**config.mk**
```make
export PLATFORM = sky130hd
export DESIGN_NAME = host_cmd_handler
export DESIGN_NICKNAME = d
export VERILOG_FILES = /design/src/rtl/host_cmd_pkg.sv /design/src/rtl/cmd_rx_parse.sv /design/src/rtl/report_rate_timer.sv /design/src/rtl/reply_framer.sv /design/src/rtl/host_cmd_handler.sv
export SDC_FILE = /design/constraint.sdc
export NUM_CORES = 1
export LEC_CHECK = 0
export BUFFER_PORTS_ARGS = -buffer_cell sky130_fd_sc_hd__buf_2
export CORE_ASPECT_RATIO = 1.1
export CORE_MARGIN = 5
export CORE_UTILIZATION = 65
export DETAILED_ROUTE_END_ITERATION = 7
export PLACE_DENSITY = 0.88
export SLEW_MARGIN = 5
export SYNTH_ARGS = -nofsm -noshare
export SYNTH_HDL_FRONTEND = slang
export SYNTH_HIERARCHICAL = 1
export SYNTH_SLANG_ARGS = --single-unit
```
**constraint.sdc**
```tcl
create_clock -name clk -period 15.9 [get_ports clk]
set_clock_uncertainty 0.05 [all_clocks]
set_input_delay 1.59 -clock clk [delete_from_list [all_inputs] [get_ports clk]]
set_output_delay 1.59 -clock clk [all_outputs]
set_load 0.01 [all_outputs]
```
**src/rtl/host_cmd_pkg.sv**
```systemverilog
package host_cmd_pkg;

  typedef enum logic [7:0] {
    PT_PING  = 8'd0,
    PT_SETID = 8'd1,
    PT_CFG   = 8'd2
  } cmd_type_e;

  typedef enum logic [7:0] {
    RT_PING = 8'd0,
    RT_DATA = 8'd1
  } reply_type_e;

  localparam int unsigned RATE_MAX  = 64;
  localparam int unsigned RATE_W    = 7;
  localparam int unsigned PING_LEN  = 8;

  function automatic logic [RATE_W-1:0] clamp_rate(input logic [7:0] raw);
    if (raw == 8'd0)
      return RATE_W'(1);
    else if (raw > 8'(RATE_MAX))
      return RATE_W'(RATE_MAX);
    else
      return raw[RATE_W-1:0];
  endfunction

endpackage

```
**src/rtl/cmd_rx_parse.sv**
```systemverilog
module cmd_rx_parse
  import host_cmd_pkg::*;
#(
  parameter int unsigned OUT_BYTES = 4
) (
  input  logic                     clk,
  input  logic                     rst_n,
  input  logic                     in_valid,
  input  logic                     in_sop,
  input  logic                     in_eop,
  input  logic [7:0]               in_data,
  output logic                     ping_req,
  output logic                     set_req,
  output logic                     cfg_req,
  output logic [7:0]               cmd_id,
  output logic [RATE_W-1:0]        cmd_rate,
  output logic [OUT_BYTES*8-1:0]   payload
);

  localparam int unsigned IDX_MAX = OUT_BYTES + 3;
  localparam int unsigned IW      = $clog2(IDX_MAX + 1);

  logic                   in_pkt_q, in_pkt_d;
  logic [IW-1:0]          idx_q, idx_d, pos;
  logic [7:0]             typ_q, typ_d, id_q, id_d, rraw_q, rraw_d;
  logic [7:0]             cur_typ, cur_id, cur_rate;
  logic [OUT_BYTES*8-1:0] shadow_q, shadow_d;
  logic                   ping_q, ping_d, set_q, set_d, cfg_q, cfg_d;
  logic [7:0]             cid_q, cid_d;
  logic [RATE_W-1:0]      crate_q, crate_d;
  logic                   take;

  always_comb begin
    take     = in_valid && (in_sop || in_pkt_q);
    pos      = in_sop ? '0 : idx_q;
    cur_typ  = (pos == IW'(0)) ? in_data : typ_q;
    cur_id   = (pos == IW'(1)) ? in_data : id_q;
    cur_rate = (pos == IW'(2)) ? in_data : rraw_q;

    in_pkt_d = in_pkt_q;
    idx_d    = idx_q;
    typ_d    = typ_q;
    id_d     = id_q;
    rraw_d   = rraw_q;
    shadow_d = shadow_q;
    ping_d   = 1'b0;
    set_d    = 1'b0;
    cfg_d    = 1'b0;
    cid_d    = cid_q;
    crate_d  = crate_q;

    if (take) begin
      in_pkt_d = !in_eop;
      idx_d    = (pos == IW'(IDX_MAX)) ? pos : pos + IW'(1);
      if (pos == IW'(0)) typ_d  = in_data;
      if (pos == IW'(1)) id_d   = in_data;
      if (pos == IW'(2)) rraw_d = in_data;
      for (int b = 0; b < OUT_BYTES; b++) begin
        if (typ_q == PT_CFG && pos == IW'(b + 3))
          shadow_d[b*8 +: 8] = in_data;
      end
      if (in_eop) begin
        if (cur_typ == PT_PING) begin
          ping_d = 1'b1;
        end else if (cur_typ == PT_SETID && pos >= IW'(1)) begin
          set_d = 1'b1;
          cid_d = cur_id;
        end else if (cur_typ == PT_CFG && pos >= IW'(2)) begin
          cfg_d   = 1'b1;
          crate_d = clamp_rate(cur_rate);
        end
      end
    end
  end

  always_ff @(posedge clk or negedge rst_n) begin
    if (!rst_n) begin
      in_pkt_q <= 1'b0;
      idx_q    <= '0;
      typ_q    <= '0;
      id_q     <= '0;
      rraw_q   <= '0;
      shadow_q <= '0;
      ping_q   <= 1'b0;
      set_q    <= 1'b0;
      cfg_q    <= 1'b0;
      cid_q    <= '0;
      crate_q  <= RATE_W'(1);
    end else begin
      in_pkt_q <= in_pkt_d;
      idx_q    <= idx_d;
      typ_q    <= typ_d;
      id_q     <= id_d;
      rraw_q   <= rraw_d;
      shadow_q <= shadow_d;
      ping_q   <= ping_d;
      set_q    <= set_d;
      cfg_q    <= cfg_d;
      cid_q    <= cid_d;
      crate_q  <= crate_d;
    end
  end

  assign ping_req = ping_q;
  assign set_req  = set_q;
  assign cfg_req  = cfg_q;
  assign cmd_id   = cid_q;
  assign cmd_rate = crate_q;
  assign payload  = shadow_q;

  // at most one command decoded per packet end
  a_r10_one_cmd: assert property (@(posedge clk) disable iff (!rst_n)
    $onehot0({ping_q, set_q, cfg_q}));

endmodule

```
**src/rtl/report_rate_timer.sv**
```systemverilog
module report_rate_timer
  import host_cmd_pkg::*;
#(
  parameter int unsigned CLK_HZ = 50_000_000
) (
  input  logic              clk,
  input  logic              rst_n,
  input  logic              restart,
  input  logic              run,
  input  logic [RATE_W-1:0] rate,
  output logic              tick
);

  localparam int unsigned AW = $clog2(CLK_HZ + RATE_MAX + 1) + 1;

  logic [AW-1:0] acc_q, acc_d, sum;
  logic          tick_q, tick_d;

  always_comb begin
    sum    = acc_q + AW'(rate);
    acc_d  = acc_q;
    tick_d = 1'b0;
    if (restart || !run) begin
      acc_d = '0;
    end else if (sum >= AW'(CLK_HZ)) begin
      acc_d  = sum - AW'(CLK_HZ);
      tick_d = 1'b1;
    end else begin
      acc_d = sum;
    end
  end

  always_ff @(posedge clk or negedge rst_n) begin
    if (!rst_n) begin
      acc_q  <= '0;
      tick_q <= 1'b0;
    end else begin
      acc_q  <= acc_d;
      tick_q <= tick_d;
    end
  end

  assign tick = tick_q;

  // the timer only runs with a rate inside 1..64
  a_r6_rate_in_range: assert property (@(posedge clk) disable iff (!rst_n)
    run |-> (rate >= RATE_W'(1) && rate <= RATE_W'(RATE_MAX)));

endmodule

```
**src/rtl/reply_framer.sv**
```systemverilog
module reply_framer
  import host_cmd_pkg::*;
#(
  parameter int unsigned IN_BYTES    = 4,
  parameter int unsigned FRAME_BYTES = 8,
  parameter logic [47:0] STATION_MAC = 48'h02_00_00_00_00_01
) (
  input  logic                  clk,
  input  logic                  rst_n,
  input  logic                  ping_req,
  input  logic                  rep_req,
  input  logic [7:0]            board_id,
  input  logic [IN_BYTES*8-1:0] snap,
  output logic                  out_valid,
  output logic                  out_sop,
  output logic                  out_eop,
  output logic [7:0]            out_data
);

  localparam int unsigned REP_LEN = 2 + IN_BYTES;
  localparam int unsigned LW      = $clog2(FRAME_BYTES + 1);

  logic                     busy_q, busy_d;
  logic [LW-1:0]            idx_q, idx_d, len_q, len_d;
  logic [FRAME_BYTES*8-1:0] sr_q, sr_d, ping_frame, rep_frame;
  logic                     ping_pend_q, ping_pend_d, rep_pend_q, rep_pend_d;
  logic                     want_ping, want_rep, take_ping, take_rep, last;

  always_comb begin
    ping_frame = '0;
    ping_frame[7:0]  = RT_PING;
    ping_frame[15:8] = board_id;
    for (int j = 0; j < 6; j++)
      ping_frame[(2+j)*8 +: 8] = STATION_MAC[47-8*j -: 8];

    rep_frame = '0;
    rep_frame[7:0]  = RT_DATA;
    rep_frame[15:8] = board_id;
    for (int k = 0; k < IN_BYTES; k++)
      rep_frame[(2+k)*8 +: 8] = snap[k*8 +: 8];
  end

  always_comb begin
    want_ping = ping_pend_q || ping_req;
    want_rep  = rep_pend_q || rep_req;
    last      = (idx_q == len_q - LW'(1));
    busy_d    = busy_q;
    idx_d     = idx_q;
    len_d     = len_q;
    sr_d      = sr_q;
    take_ping = 1'b0;
    take_rep  = 1'b0;
    if (busy_q) begin
      if (last) begin
        busy_d = 1'b0;
      end else begin
        idx_d = idx_q + LW'(1);
        sr_d  = sr_q >> 8;
      end
    end else if (want_ping) begin
      take_ping = 1'b1;
      busy_d    = 1'b1;
      idx_d     = '0;
      len_d     = LW'(PING_LEN);
      sr_d      = ping_frame;
    end else if (want_rep) begin
      take_rep = 1'b1;
      busy_d   = 1'b1;
      idx_d    = '0;
      len_d    = LW'(REP_LEN);
      sr_d     = rep_frame;
    end
    ping_pend_d = want_ping && !take_ping;
    rep_pend_d  = want_rep && !take_rep;
  end

  always_ff @(posedge clk or negedge rst_n) begin
    if (!rst_n) begin
      busy_q      <= 1'b0;
      idx_q       <= '0;
      len_q       <= LW'(PING_LEN);
      sr_q        <= '0;
      ping_pend_q <= 1'b0;
      rep_pend_q  <= 1'b0;
    end else begin
      busy_q      <= busy_d;
      idx_q       <= idx_d;
      len_q       <= len_d;
      sr_q        <= sr_d;
      ping_pend_q <= ping_pend_d;
      rep_pend_q  <= rep_pend_d;
    end
  end

  assign out_valid = busy_q;
  assign out_sop   = busy_q && (idx_q == '0);
  assign out_eop   = busy_q && last;
  assign out_data  = sr_q[7:0];

  // a frame in progress continues, with no fresh start marker
  a_r8_no_break: assert property (@(posedge clk) disable iff (!rst_n)
    (out_valid && !out_eop) |=> (out_valid && !out_sop));

  // a report falling due during another reply is remembered
  a_r8_report_held: assert property (@(posedge clk) disable iff (!rst_n)
    (rep_req && busy_q) |=> rep_pend_q);

endmodule

```
**src/rtl/host_cmd_handler.sv**
```systemverilog
module host_cmd_handler
  import host_cmd_pkg::*;
#(
  parameter int unsigned CLK_HZ      = 50_000_000,
  parameter int unsigned IN_BYTES    = 4,
  parameter int unsigned OUT_BYTES   = 4,
  parameter logic [47:0] STATION_MAC = 48'h02_00_00_00_00_01
) (
  input  logic                   clk,
  input  logic                   rst_n,
  input  logic                   in_valid,
  input  logic                   in_sop,
  input  logic                   in_eop,
  input  logic [7:0]             in_data,
  input  logic [IN_BYTES*8-1:0]  in_snap,
  output logic                   out_valid,
  output logic                   out_sop,
  output logic                   out_eop,
  output logic [7:0]             out_data,
  output logic [OUT_BYTES*8-1:0] out_vals,
  output logic                   upd_strobe
);

  localparam int unsigned REP_LEN     = 2 + IN_BYTES;
  localparam int unsigned FRAME_BYTES = (REP_LEN > PING_LEN) ? REP_LEN : PING_LEN;

  logic [1:0]             rst_sync_q;
  logic                   rst_i_n;
  logic                   ping_req, set_req, cfg_req, tick;
  logic [7:0]             cmd_id;
  logic [RATE_W-1:0]      cmd_rate;
  logic [OUT_BYTES*8-1:0] payload;

  logic [7:0]             id_q, id_d;
  logic [OUT_BYTES*8-1:0] vals_q, vals_d;
  logic                   strobe_q, strobe_d, run_q, run_d;
  logic [RATE_W-1:0]      rate_q, rate_d;

  always_ff @(posedge clk or negedge rst_n) begin
    if (!rst_n) rst_sync_q <= 2'b00;
    else        rst_sync_q <= {rst_sync_q[0], 1'b1};
  end
  assign rst_i_n = rst_sync_q[1];

  cmd_rx_parse #(.OUT_BYTES(OUT_BYTES)) u_parse (
    .clk(clk), .rst_n(rst_i_n),
    .in_valid(in_valid), .in_sop(in_sop), .in_eop(in_eop), .in_data(in_data),
    .ping_req(ping_req), .set_req(set_req), .cfg_req(cfg_req),
    .cmd_id(cmd_id), .cmd_rate(cmd_rate), .payload(payload)
  );

  always_comb begin
    id_d     = set_req ? cmd_id : id_q;
    vals_d   = cfg_req ? payload : vals_q;
    strobe_d = cfg_req;
    run_d    = run_q || cfg_req;
    rate_d   = cfg_req ? cmd_rate : rate_q;
  end

  always_ff @(posedge clk or negedge rst_i_n) begin
    if (!rst_i_n) begin
      id_q     <= '0;
      vals_q   <= '0;
      strobe_q <= 1'b0;
      run_q    <= 1'b0;
      rate_q   <= RATE_W'(1);
    end else begin
      id_q     <= id_d;
      vals_q   <= vals_d;
      strobe_q <= strobe_d;
      run_q    <= run_d;
      rate_q   <= rate_d;
    end
  end

  report_rate_timer #(.CLK_HZ(CLK_HZ)) u_timer (
    .clk(clk), .rst_n(rst_i_n),
    .restart(cfg_req), .run(run_q), .rate(rate_q), .tick(tick)
  );

  reply_framer #(
    .IN_BYTES(IN_BYTES), .FRAME_BYTES(FRAME_BYTES), .STATION_MAC(STATION_MAC)
  ) u_tx (
    .clk(clk), .rst_n(rst_i_n),
    .ping_req(ping_req), .rep_req(tick), .board_id(id_q), .snap(in_snap),
    .out_valid(out_valid), .out_sop(out_sop), .out_eop(out_eop), .out_data(out_data)
  );

  assign out_vals   = vals_q;
  assign upd_strobe = strobe_q;

  // the identifier moves only on a decoded set-identifier command
  a_r3_id_stable: assert property (@(posedge clk) disable iff (!rst_i_n)
    !set_req |=> $stable(id_q));

  // output values change only in a strobe cycle
  a_r4_vals_with_strobe: assert property (@(posedge clk) disable iff (!rst_i_n)
    !upd_strobe |-> $stable(out_vals));

  // no report tick right after a restart
  a_r7_quiet_after_restart: assert property (@(posedge clk) disable iff (!rst_i_n)
    cfg_req |=> !tick);

endmodule

```
; ---- Word level (Yosys, flattened, before mapping)
; Index checks and enable logic that the tools add are counted.
[word_totals]
reg_bits = 232
word_cells = 127
out_inout_bits = 44
inputBits = 45
[op_classes]
muxes = 41
magnitude_cmp = 4
eq_ne = 12
add_sub_neg = 5
n_reduce_logical = 34
bitwise = 3
[ops]
columns = cell, n
row1 = $mux W64, 4
row2 = $mux W27, 2
row3 = $add A27 B7 Y27, 1
row4 = $ge A27 B26 Y1 const B, 1
row5 = $sub A27 B26 Y27 const B, 1
row6 = $mux W4, 6
row7 = $mux W8, 3
row8 = $mux W1, 22
row9 = $eq A8 B2 Y1 const B, 2
row10 = $logic_not A8 Y1, 2
row11 = $mux W7, 2
row12 = $eq A3 B3 Y1 const B, 4
row13 = $reduce_and A2 Y1, 6
row14 = $logic_and A1 B1 Y1, 11
row15 = $eq A8 B1 Y1 const B, 1
row16 = $gt A8 B7 Y1 const B, 1
row17 = $eq A3 B2 Y1 const B, 2
row18 = $mux W3, 2
row19 = $logic_or A1 B1 Y1, 5
row20 = $reduce_and A5 Y1, 1
row21 = $add A4 B1 Y4 const B, 1
row22 = $eq A4 B4 Y1, 1
row23 = $logic_not A1 Y1, 4
row24 = $logic_not A4 Y1, 1
row25 = 11 further kinds, 13

; ---- Logic depth before layout (Yosys ltp)
; Gate-level depths: netlist of run 1.
[logic_depth]
ltp_word = 10
depth_mapped = 17

; ---- By module
; Netlist of run 1, hierarchy kept.
[modules_own_cells]
columns = module, area_each_um2, seq_area_each_um2, instances, cells_per_inst
row1 = cmd_rx_parse, 3469.6, 1953.1, 1, 256
row2 = reply_framer, 3089.2, 1477.7, 1, 340
row3 = report_rate_timer, 2366.0, 700.7, 1, 269
row4 = host_cmd_handler, 1866.8, 1277.5, 1, 105

; ---- Worst setup path after synthesis of run 1
; No wires, ideal clock.
[synth_path]
path_kind = input-to-reg
start = input in_data[3]
end = register u_parse.cid_q[0], in the netlist u_parse/cmd_id[0]
setup_slack_ns = 12.333
arrival_ns = 3.392
stages = 6
setup_ns = 0.125
t_required_ns = 15.725
cell_sequence = buf_4 -> or4_4 -> nor4_2 -> mux2i_1 -> nor4_4 -> mux2_2
[synth_via]
elab_chain_cells = 4
word_cells_on_any_way = 6
classes_between = eq/ne (1) / mux (1) / bitwise (1) / reduce/logical (3)
[synth_rtl]
columns = item, line
row1 = "start, declared", host_cmd_handler.sv:14  ; input logic [7:0] in_data,
row2 = $mux W8 (*), cmd_rx_parse.sv:36  ; cur_typ = (pos == IW'(0)) ? in_data : typ_q;
row3 = $eq A8 B1 Y1 or $logic_not A8 Y1 (tied branches), "cmd_rx_parse.sv:65, cmd_rx_parse.sv:63"
row4 = $logic_and A1 B1 Y1 or $not A1 Y1 (tied branches), -
row5 = $reduce_and A4 Y1 (no source line) (*), -
row6 = "end signal, assigned", cmd_rx_parse.sv:99  ; cid_q <= cid_d;
row7 = "end, declared", cmd_rx_parse.sv:29  ; logic [7:0] cid_q, cid_d;
; Mark *: on every way between the ends. The rest lies on a longest branch, timed or not.
; A chain may end at the register's enable or synchronous reset.

; ---- Final worst setup path of run 1
[layout_path]
start = register rate_q[0]
end = register u_timer.acc_q[22]
[layout_via]
elab_chain_cells = 4
word_cells_on_any_way = 5
classes_between = add/sub (2) / order compare (1) / mux (2)
[layout_rtl]
columns = item, line
row1 = "start, declared", host_cmd_handler.sv:37  ; logic [RATE_W-1:0] rate_q, rate_d;
row2 = "start signal, assigned", host_cmd_handler.sv:72  ; rate_q <= rate_d;
row3 = $add A27 B7 Y27 (*), report_rate_timer.sv:20  ; sum = acc_q + AW'(rate);
row4 = $sub A27 B26 Y27 or $ge A27 B26 Y1 (tied branches), "report_rate_timer.sv:26, report_rate_timer.sv:25"
row5 = $mux W27 (*), report_rate_timer.sv:25  ; end else if (sum >= AW'(CLK_HZ)) begin
row6 = $mux W27 (*), report_rate_timer.sv:23  ; if (restart || !run) begin
row7 = named net u_timer.acc_d[22], report_rate_timer.sv:16  ; logic [AW-1:0] acc_q, acc_d, sum;
row8 = "end signal, assigned", report_rate_timer.sv:35  ; acc_q <= '0;
row9 = "end signal, assigned", report_rate_timer.sv:38  ; acc_q <= acc_d;
row10 = "end, declared", report_rate_timer.sv:16
; Mark *: on every way through the listed nets, which the timed path passes. The rest lies on a longest branch.

==> results.md, run 1 <==
* Max stage delay on crit path at between 0.8 and 0.9 ns
* Layout area overhead at 10.03%
* Iteration-0 DRC count of the detailed router at approximately 560
* Row count at a little under 50
* IO Pins at between 80 and 90
* Ys flop type: dfrtp_1
* Total GRT Usage at about a quarter
* Final nets at about 1100
* CP Class: reg2reg
* Mean number of vias per cell at 6.302
* Root buffer cell: clkbuf_16
* Post-CTS Hold Buffers at 0
* Synth top area share at between 40% and 50%
* Worst-Margin Slew at ~1.1 ns
* TNS Setup at 0 ns
* Synth warn at 6
* H-tree Lvls at 1
* Sink count of the clock tree at roughly 220
* Synth area leader: dfrtp_1
* RSZ-0062 raised after global routing: no
* Top delay family on crit path: compound AO/OA/AOI/OAI gates
* First-pass GRT wire length at 39.28 mm
* DIE HEIGHT at 145.1 um
* Ant. Diodes at 0
* Avg WL per Cell at about 19 um
* Initial antenna violation count at 0
* WP data arrival at 4.94 ns
* Crit path cell chain: ha_1, inv_1, fa_1, nand2b_1, a211oi_4, o31a_2, nand2_1, xnor2_1, o31ai_1, a21boi_2, o221ai_2, a31oi_1, or3_1, a21oi_1
* Drc violations at 0
* Async S/R FF share, synth at 100.0%
* Number of fillers in the final layout at roughly 1100
* Combinational share of power at between 10% and 20%
* Post-Syn Nets at between 1000 and 1500
* PwrDens at approximately 130 mW/mm^2
* Initial Util at between 60% and 70%
* Final wirelength at 23.60 mm
* Synth unique cells at a little under 90
* CP endpoint kind: flop
* Largest net degree at the start of global routing at 89
* Count of pins over their slew limit at 0
* Placer Congestion at 0.8914
* Port Buffers at between 80 and 90
* Fin cells at between 1000 and 1500
* CTS Buf Count at 23
* Clock Tree Buf Depth at 3
* Crit path max fanout at 20
* Min-Delay Path Class: reg2async
* Postcts setup bufs at 0
* Top cells by area, synth: dfrtp_1 (49%), mux2_2 (12%), nand2_1 (3.2%)
* Flop pwr share at 48.2%
* Die Wd at 132.9 um
* Slowest stage cell, crit path: o221ai_2
* Crit path required time at about 16 ns
* Dpl hpwl at ~15 mm
* Period utilisation layout at between 20% and 30%
* Vias in the first global route at 7855
* DR pass1 iterations at 7
* Buf/Inv on CP at 1
* Sw frac at a little under 30%
* #FFs+latches synth at about 220
* Clock transition at the registers of the reported paths at 0.07 ns
* VDD IR max at 0.0001029 V
* CP Launch Type: flop
* Sequential area share after synthesis at about half
* Period minus WS final at roughly 4.6 ns
* Mean Syn Cell Area at 11.13 um^2
* Final setup fails at 0
* Most common cell in the netlist: dfrtp_1
* Outcome: completed
* Clk pwr share at around 33%
* Post-route ant nets at 0
* Die area at around 0.019 mm^2
* Lkg Pwr at ~0.0055 uW
* Int Power at 1057 uW
* Core Footprint at approximately 0.016 mm^2
* TritonCTS clock tree: built
* Rel. slew slack at roughly 25%
* Final Hold Fails at 0
* Cells after Synth at 970
* Clk_lat worst skew at 0.53 ns
* Share of layout cells above drive strength 1 at 28.74%
* Post-CTS sizing at 0
* Synth cell count leaders: dfrtp_1 (213), mux2_2 (119), nand2_1 (91)
* Fmax at between 200 and 250 MHz
* Synth Cell Area at between 0.01 and 0.015 mm^2
* GRT overflow at 0
* Placed Cells at approximately 1200
* Number of flops mapped to enable cells by yosys at 0
* Vias post-DR at around 8000
* P_sw at ~450 uW
* MaxCap Viol Count at 0
[worst register-to-register path: cells and delay by family (launching register included)]
family                   cells  cell delay, ns
adder cells (fa/ha/maj)      2            0.59
AO/OA/AOI/OAI                7            2.35
XOR/XNOR                     1            0.15
flip-flops                   1            0.53
buffers and inverters        1            0.07
AND/OR/NAND/NOR              3            0.73
[worst paths after layout]
kind | start | endpoint | slack [ns] | cells past startpoint
worst max-delay path | rate_q[0] | u_timer/acc_q[22] | 11.33 | 14
worst min-delay path | rst_sync_q[1] | u_timer/acc_q[10] | 0.26 | 0
worst max register to register | rate_q[0] | u_timer/acc_q[22] | 11.33 | 14
worst min register to register | rst_sync_q[1] | u_timer/acc_q[10] | 0.26 | 0
max in group asynchronous | rst_sync_q[1] | u_tx/out_valid | 14.02 | 1
min in group clk | rst_sync_q[0] | rst_sync_q[1] | 0.31 | 0
[cell families after synthesis]
family	after synthesis	share of synthesized area [%]
other cells	1	0.03475
simple gates	297	14.08
compound gates	180	11.64
xor+xnor	36	3.061
flops	216	50.12
fa+ha+maj	15	1.809
mux	144	14.89
buf+inv	81	4.371
[layer usage]
metal / vias up / share of wire (%) / track usage [%]
li1: 3598 / - / -
met1: 3918 / 42 / 32.42
met2: 299 / 50 / 40.02
met3: 50 / 6.3 / 4.605
met4: 0 / 2.0 / 6.653
met5: - / 0 / 0
[final cells by class]
class | instances | area, um^2 | share of cell area, %
Clock buffer | 33 | 653.1 | 5.501
Clock inverter | 6 | 48.80 | 0.4110
Inverter | 20 | 75.07 | 0.6322
Multi-Input combinational cell | 673 | 4927 | 41.50
Sequential cell | 216 | 5414 | 45.60
Tap cell | 204 | 255.2 | 2.150
Timing Repair Buffer | 96 | 500.5 | 4.215
[placed cells by master, fill, tap and decap left out, drive strengths merged, types with 5 or more instances in the layout]
master / n
xor2: 13
nor2: 47
buf: 96
o31ai: 7
nand2b: 8
ha: 14
or2: 5
nand3: 46
clkbuf: 33
nand2: 95
o21ai: 40
mux2i: 21
and3: 9
a21oi: 28
clkinv: 6
nand4: 12
mux2: 123
nor4: 6
xnor2: 23
nor3: 18
dfrtp: 213
and2: 33
o22ai: 33
a31oi: 26
inv: 20
o21a: 5
[metrics by stage]
step / setup slack (ns) / hold slack (ns) / total power (uW) / area, um^2 / util [%]
floorplan: 9.390 / 0.2812 / 933.1 / 10790 / -
global placement: 11.62 / 0.2835 / 981.6 / 11170 / 68.51
detailed placement: 11.42 / 0.2950 / 1000 / 11170 / 68.51
CTS: 11.38 / 0.2893 / 1506 / 11870 / 72.81
global route: 11.08 / 0.3246 / 1574 / 11870 / 72.81
finish: 11.33 / 0.2560 / 1503 / 11870 / 72.81
[flip-flops by register name, summed over array words and instances, names as in the netlist, 2 cells and up]
| signal | flops |
|---|---|
| u_tx/idx_q | 4 |
| u_parse/id_q | 8 |
| u_parse/cmd_rate | 7 |
| u_parse/cmd_id | 8 |
| u_parse/rraw_q | 8 |
| u_parse/payload | 32 |
| u_tx/len_q | 2 |
| id_q | 8 |
| u_timer/acc_q | 27 |
| out_vals | 32 |
| rst_sync_q | 2 |
| u_parse/typ_q | 8 |
| u_tx/sr_q | 50 |
| u_parse/idx_q | 3 |
| rate_q | 7 |
[power groups by stage]
| stage | clock network, uW | logic, uW | registers [uW] |
|---|---|---|---|
| global placement | 0 | 260 | 722 |
| global route | 534 | 306 | 733 |
| detailed placement | 0 | 272 | 729 |
| floorplan | 0 | 221 | 712 |
| finish | 501 | 278 | 724 |
| CTS | 509 | 277 | 720 |
(Power assumes the default switching activity.)
==> inputs of run 2 (changes only) <==
--- a/config.mk
+++ b/config.mk
@@ -8,9 +8,9 @@
 export BUFFER_PORTS_ARGS = -buffer_cell sky130_fd_sc_hd__buf_2
 export CORE_ASPECT_RATIO = 1.1
 export CORE_MARGIN = 5
-export CORE_UTILIZATION = 65
+export CORE_UTILIZATION = 60
 export DETAILED_ROUTE_END_ITERATION = 7
-export PLACE_DENSITY = 0.88
+export PLACE_DENSITY = 0.82
 export SLEW_MARGIN = 5
 export SYNTH_ARGS = -nofsm -noshare
 export SYNTH_HDL_FRONTEND = slang
==> constraint.sdc (replaced) <==
create_clock -name clk -period 4.7 [get_ports clk]
set_clock_uncertainty 0.05 [all_clocks]
set_input_delay 0.47 -clock clk [delete_from_list [all_inputs] [get_ports clk]]
set_output_delay 0.47 -clock clk [all_outputs]
set_load 0.01 [all_outputs]
==> run 2 against run 1 <==
Compared with the run above:
- via count down 2.1%
- worst hold slack worse by 0.074 ns
- global-route usage down 1.0 points
- register-to-register slack worse by 11 ns
- setup slack got worse by 11 ns
- first-iteration DRC count is 23% higher
- count of clock-buffer cells in the layout down 4
- sequential share of layout area fell by 0.54 points
- highest routed layer unchanged
==> results.md, run 2 (synthesis gave the netlist of run 1 again) <==
* Outcome: completed
* Placed Cells at around 1200
* Max reg flops at 50
* Final wirelength at between 20 and 25 mm
* Layout area overhead at 11.34%
* Clk pwr share at a little over a third
* Min-Delay Path Class: in2reg
* Largest Register: u_tx/sr_q
* Row count at between 50 and 60
* Total GRT Usage at between 20% and 30%
* CP Launch Type: flop
* Dpl hpwl at roughly 15 mm
* Final setup fails at 0
* Port Buffers at 88
* Clock transition at the registers of the reported paths at roughly 0.06 ns
* Drc violations at 0
* Period minus WS final at 3.981 ns
* CP Class: reg2reg
* Placer Congestion at 0.9150
* P_sw at around 1500 uW
* Lkg Pwr at ~0.0056 uW
* Period utilisation layout at 84.70%
* H-tree Lvls at 1
* TNS Setup at 0 ns
* Final design utilization at roughly 68%
* Int Power at ~3700 uW
* Fmax at approximately 250 MHz
* Vias post-DR at 7701
* Total power draw at about 5200 uW
* GRT overflow at 0
* Crit path required time at just over 5 ns
* Sw frac at between 20 and 30%
* Initial Util at roughly three fifths
* TritonCTS clock tree: built
* Clk_lat worst skew at slightly above 0.5 ns
* Postcts setup bufs at 0
* Clock Tree Buf Depth at 3
* Rel. slew slack at 33.86%
* Final Hold Fails at 0
* Fin cells at roughly 1300
* Crit path max fanout at 12
* DIE HEIGHT at approximately 150 um
* CTS Buf Count at 23
* Avg WL per Cell at between 15 and 20 um
* CP endpoint kind: flop
* Flop pwr share at 47.0%
* Combinational share of power at 18.1%
* Final nets at between 1000 and 1500
* DR pass1 iterations at 5
* Mean number of vias per cell at about 6.0
* Share of layout cells above drive strength 1 at between 20 and 30%
* Die area at between 0.02 and 0.025 mm^2
* First-pass GRT wire length at 39.05 mm
* Most common cell after layout, fill and taps aside: dfrtp_1
* Sink count of the clock tree at roughly 220
* PwrDens at 432.1 mW/mm^2
* Count of pins over their slew limit at 0
* WP data arrival at 4.31 ns
* Commonest cells after routing, fill and taps aside: dfrtp_1 (211), mux2_2 (119), nand2_1 (91), buf_2 (88), nand3_1 (46)
* Initial antenna violation count at 0
* MaxCap Viol Count at 0
* IO Pins at 89
* Ant. Diodes at 0
* Largest net degree at the start of global routing at 133
* Die Wd at approximately 140 um
* Worst-Margin Slew at slightly below 1 ns
* Core Footprint at 0.01768 mm^2
* RSZ-0062 raised after global routing: no
* Vias in the first global route at 7742
* Post-route ant nets at 0
* VDD IR max at around 0.00032 V
* Iteration-0 DRC count of the detailed router at around 690
* Root buffer cell: clkbuf_16
## run 2: changes by cell type in the layout (fill, tap and decap cells not counted), sizes merged
cell	before	now
clkinvlp	0	3
bufinv	0	2
inv	20	21
buf	96	98
clkbuf	33	29
dlygate4sd3	0	1
## run 2: critical path, stage by stage (launching register included)
cell      delay, ns
dfstp_2        0.53
ha_1           0.19
inv_1          0.08
fa_1           0.41
nand2b_1       0.22
a211oi_4       0.37
o31a_2         0.35
nor3_1         0.09
o311a_1        0.38
o31ai_1        0.53
nand3_1        0.15
o21ai_1        0.18
a31oi_1        0.12
a41o_1         0.21
## run 2: worst paths after layout
path / cells after the start / endpoint / slack [ns] / startpoint
worst min register to register: 0 / u_parse/payload[1] / 0.29 / rst_sync_q[1]
min in group asynchronous: 2 / rst_sync_q[1] / 0.24 / rst_n
worst max register to register: 13 / u_timer/acc_q[23] / 0.72 / rate_q[0]
worst min-delay path: 2 / u_tx/sr_q[41] / 0.18 / in_snap[25]
worst max-delay path: 13 / u_timer/acc_q[23] / 0.72 / rate_q[0]
max in group asynchronous: 1 / u_tx/out_valid / 3.18 / rst_sync_q[1]
## run 2: power by group through the flow
stage	clock network [uW]	registers (uW)	logic [uW]
detailed placement	0	2460	924
finish	1810	2440	940
global placement	0	2450	892
CTS	1850	2430	942
global route	1930	2480	1040
floorplan	0	2410	749
## run 2: layout make-up
type | instances | area, um^2
clock inverters | 12 | 125.1
repair buffers | 99 | 538.0
fillers | 1305 | 5660
clock buffers | 29 | 638.1
inverters | 20 | 75.07
multi-input cells | 673 | 4927
flip-flops and latches | 216 | 5414
well taps | 238 | 297.8
## run 2: what timing repair did
item / in CTS / in global routing
hold buffers: 1 / 0
gates resized for setup: 0 / 0
hold endpoints to repair: 2 / 0
## run 2: per-layer routing
layer | GRT usage [%] | wire length, um | up-vias
met5 | 0 | 0 | -
met4 | 5.682 | 366 | 0
met3 | 3.175 | 1510 | 28
met2 | 37.35 | 11280 | 283
met1 | 32.98 | 10200 | 3785
li1 | - | - | 3605
## run 2: stage by stage
| stage | hold WS (ns) | worst slack (ns) | cell area, um^2 |
|---|---|---|---|
| 3_5_place_dp | 0.2093 | 0.7936 | 11240 |
| 3_3_place_gp | 0.2043 | 0.9265 | 11240 |
| 5_1_grt | 0.1715 | 0.4589 | 12020 |
| 6_report | 0.1820 | 0.7193 | 12020 |
| 4_1_cts | 0.1586 | 0.7703 | 12020 |
| 2_1_floorplan | 0.1244 | 1.099 | 10790 |
==> inputs of run 3 (changes only) <==
--- a/config.mk
+++ b/config.mk
@@ -5,12 +5,13 @@
 export SDC_FILE = /design/constraint.sdc
 export NUM_CORES = 1
 export LEC_CHECK = 0
+export ABC_AREA = 1
 export BUFFER_PORTS_ARGS = -buffer_cell sky130_fd_sc_hd__buf_2
 export CORE_ASPECT_RATIO = 1.1
 export CORE_MARGIN = 5
-export CORE_UTILIZATION = 60
+export CORE_UTILIZATION = 61
 export DETAILED_ROUTE_END_ITERATION = 7
-export PLACE_DENSITY = 0.82
+export PLACE_DENSITY = 0.83
 export SLEW_MARGIN = 5
 export SYNTH_ARGS = -nofsm -noshare
 export SYNTH_HDL_FRONTEND = slang
==> constraint.sdc (replaced) <==
create_clock -name clk -period 4.1 [get_ports clk]
set_clock_uncertainty 0.05 [all_clocks]
set_input_delay 0.41 -clock clk [delete_from_list [all_inputs] [get_ports clk]]
set_output_delay 0.41 -clock clk [all_outputs]
set_load 0.01 [all_outputs]
==> run 3 against run 2 <==
Compared with the run above:
- count of clock-buffer cells in the layout up 2
- via count increased by 31%
- clock power increased by 11%
- flip-flop and latch count unchanged
- core utilization up 0.38 points
- fmax grew 12%
- first-iteration DRC count increased by 23%
- power up 13%
- largest cell class unchanged
- highest routed layer unchanged
==> results.md, run 3 <==
* Post-Place Cell Area at ~0.012 mm^2
* DIE HEIGHT at approximately 150 um
* PwrDens at 466.0 mW/mm^2
* GRT overflow at 0
* Drc violations at 0
* Sw frac at 32.18%
* Synth Cell Area at ~0.011 mm^2
* Post-CTS sizing at 0
* Vias post-DR at between 10000 and 15000
* Crit path max fanout at 34
* Clock transition at the registers of the reported paths at 0.06 ns
* Final wirelength at around 27 mm
* Period minus WS final at approximately 3.5 ns
* Max reg flops at 50
* Share of layout cells above drive strength 1 at roughly an eighth
* Worst Reg-to-Reg Cells at 22
* Clk_lat worst skew at 0.52 ns
* Cells after Synth at about 1600
* Mean Syn Cell Area at around 7.4 um^2
* H-tree Lvls at 1
* Number of fillers in the final layout at about 1600
* Port Buffers at 88
* Commonest cells after routing, fill and taps aside: nand2_1 (685), dfrtp_1 (212), nand3_1 (134), inv_1 (109), nor2_1 (101)
* Mean number of vias per cell at between 5 and 6
* Top delay family on crit path: simple AND/OR/NAND/NOR gates
* Stages on the worst setup path at 22
* Synth area leader: dfrtp_1
* Postcts setup bufs at 0
* Fin cells at around 1900
* Clk pwr share at about a third
* CP Capture Point: u_timer/acc_q[26]
* Layout area overhead at 9.920%
* Int Power at roughly 4000 uW
* Async S/R FF share, synth at between 90% and 100%
* Largest Register: u_tx/sr_q
* #FFs+latches synth at approximately 220
* Avg WL per Cell at between 10 and 15 um
* Synth top area share at between 40% and 50%
* Buf/Inv on CP at 4
* RSZ-0062 raised after global routing: no
* Design Area, Final at between 0.01 and 0.015 mm^2
* Critical path origin: rate_q[0]
* DR pass1 iterations at 7
* Die Wd at ~140 um
* Final nets at around 1700
* Rel. slew slack at between 20% and 30%
* IO Pins at 89
* Vias in the first global route at 9733
* WP data arrival at 3.91 ns
* Placer Congestion at 0.9642
* Most common cell in the netlist: nand2_1
* Top cells by area, synth: dfrtp_1 (46%), nand2_1 (22%), nand3_1 (5.8%)
* Lkg Pwr at between 0.006 and 0.007 uW
* Synth unique cells at 40
* Post-route ant nets at 0
* Final Hold Fails at 0
* Period utilisation layout at between 80% and 90%
* Crit path required time at approximately 4.5 ns
* Sink count of the clock tree at approximately 220
* CP endpoint kind: flop
* Placed Cells at about 1800
* Root buffer cell: clkbuf_16
* P_sw at 1894 uW
* Count of pins over their slew limit at 0
* Sequential area share after synthesis at between 40 and 50%
* TritonCTS clock tree: built
* VDD IR max at approximately 0.00038 V
* Initial Util at between 60% and 70%
* CP Class: reg2reg
* Most common cell after layout, fill and taps aside: nand2_1
* Most used cell, CP: nand2_1
* Reg-to-reg endpoint: u_timer/acc_q[26]
* Number of flops mapped to enable cells by yosys at 0
* Synth cell count leaders: nand2_1 (685), dfrtp_1 (213), nand3_1 (134)
* MaxCap Viol Count at 0
* Post-Syn Nets at around 1600
* R2R setup slack at ~0.55 ns
* TNS Setup at 0 ns
* Worst R2R Start: rate_q[0]
* Synth warn at 6
* Total GRT Usage at 25.65%
* Row count at between 50 and 60
* Final setup fails at 0
* Worst-Margin Slew at about 1.1 ns
* Outcome: completed
* Core Footprint at between 0.015 and 0.02 mm^2
* Fmax at around 280 MHz
* CTS Buf Count at 23
* Flop pwr share at 45.1%
* Die area at 0.02169 mm^2
* Clock Tree Buf Depth at 3
* CP Launch Type: flop
* First-pass GRT wire length at between 40 and 50 mm
* Ant. Diodes at 0
* Initial antenna violation count at 0
* Dpl hpwl at roughly 19 mm
* Iteration-0 DRC count of the detailed router at between 800 and 900
* Crit path cell chain: ha_1, inv_1, fa_1, inv_1, nand3_1, nand3_1, nand3_1, nand2_2, nand2_1, nand2_1, ha_1, inv_1, nor2_2, nor2_1, nand2_1, nand3_2, nand2_2, nand2_4, nand2_1, inv_2, nand2_1, nor2_1
* Slowest stage cell, crit path: dfstp_2
* Largest net degree at the start of global routing at a little over 80
* Combinational share of power at around a fifth
* Max stage delay on crit path at approximately 0.53 ns
* Min-Delay Path Class: in2async
* Ys flop type: dfrtp_1
run 3: cell families after synthesis:
family | share of synthesized area (%)
DFF | 47.07
adders and majority gates | 1.699
xor gates and xnor gates | 0.4574
other | 0.03263
and+or+nand+nor | 37.60
AOI/OAI and AO/OA | 5.129
muxes | 0.09799
buffers and inverters | 7.916
run 3: area by class of cell:
class | instances | area (um^2) | share of cell area (%)
clock buffers | 31 | 665.6 | 5.270
flip-flops and latches | 216 | 5413 | 42.85
inverters | 126 | 473.0 | 3.744
clock inverters | 9 | 72.57 | 0.5745
repair buffers | 98 | 530.5 | 4.200
well taps | 243 | 304.0 | 2.407
multi-input cells | 1147 | 5172 | 40.95
run 3: per-stage QoR:
stage	util (%)	hold WS, ns	worst slack, ns	total power (uW)
2_1_floorplan	-	0.06441	0.4991	3684
3_3_place_gp	64.31	0.1462	0.7617	3838
3_5_place_dp	64.31	0.1468	0.6344	3898
4_1_cts	68.36	0.1434	0.5962	5920
5_1_grt	68.36	0.1660	0.2867	6248
6_report	68.36	0.1609	0.5507	5886
run 3: power by group through the flow:
stage                     Combinational [uW]  Sequential, uW  Clock, uW
after detailed placement                1210            2690          0
after global placement                  1170            2670          0
after global routing                    1400            2700       2140
after floorplan                         1030            2660          0
after CTS                               1220            2650       2050
final                                   1220            2660       2010
run 3: repair_timing:
item	4_1_cts	5_1_grt
endpoints found under the hold margin	2	0
setup endpoints to repair	0	0
hold buffers	1	0
run 3: worst min-delay path by stage:
stage / from / endpoint / cells past startpoint
2_1_floorplan: rst_n / rst_sync_q[0] / 0
3_3_place_gp: rst_n / rst_sync_q[0] / 1
3_5_place_dp: rst_n / rst_sync_q[0] / 1
4_1_cts: rst_n / rst_sync_q[1] / 2
5_1_grt: rst_n / rst_sync_q[1] / 2
6_report: rst_n / rst_sync_q[1] / 2
run 3: per-layer routing:
layer	wire (um)	share of wire [%]	GRT usage (%)	vias to the layer above
li1	-	-	-	4972
met1	11450	42	34.79	4721
met2	13400	49	42.50	325
met3	1771	6.5	3.759	73
met4	785	2.9	8.768	0
met5	0	0	0	-
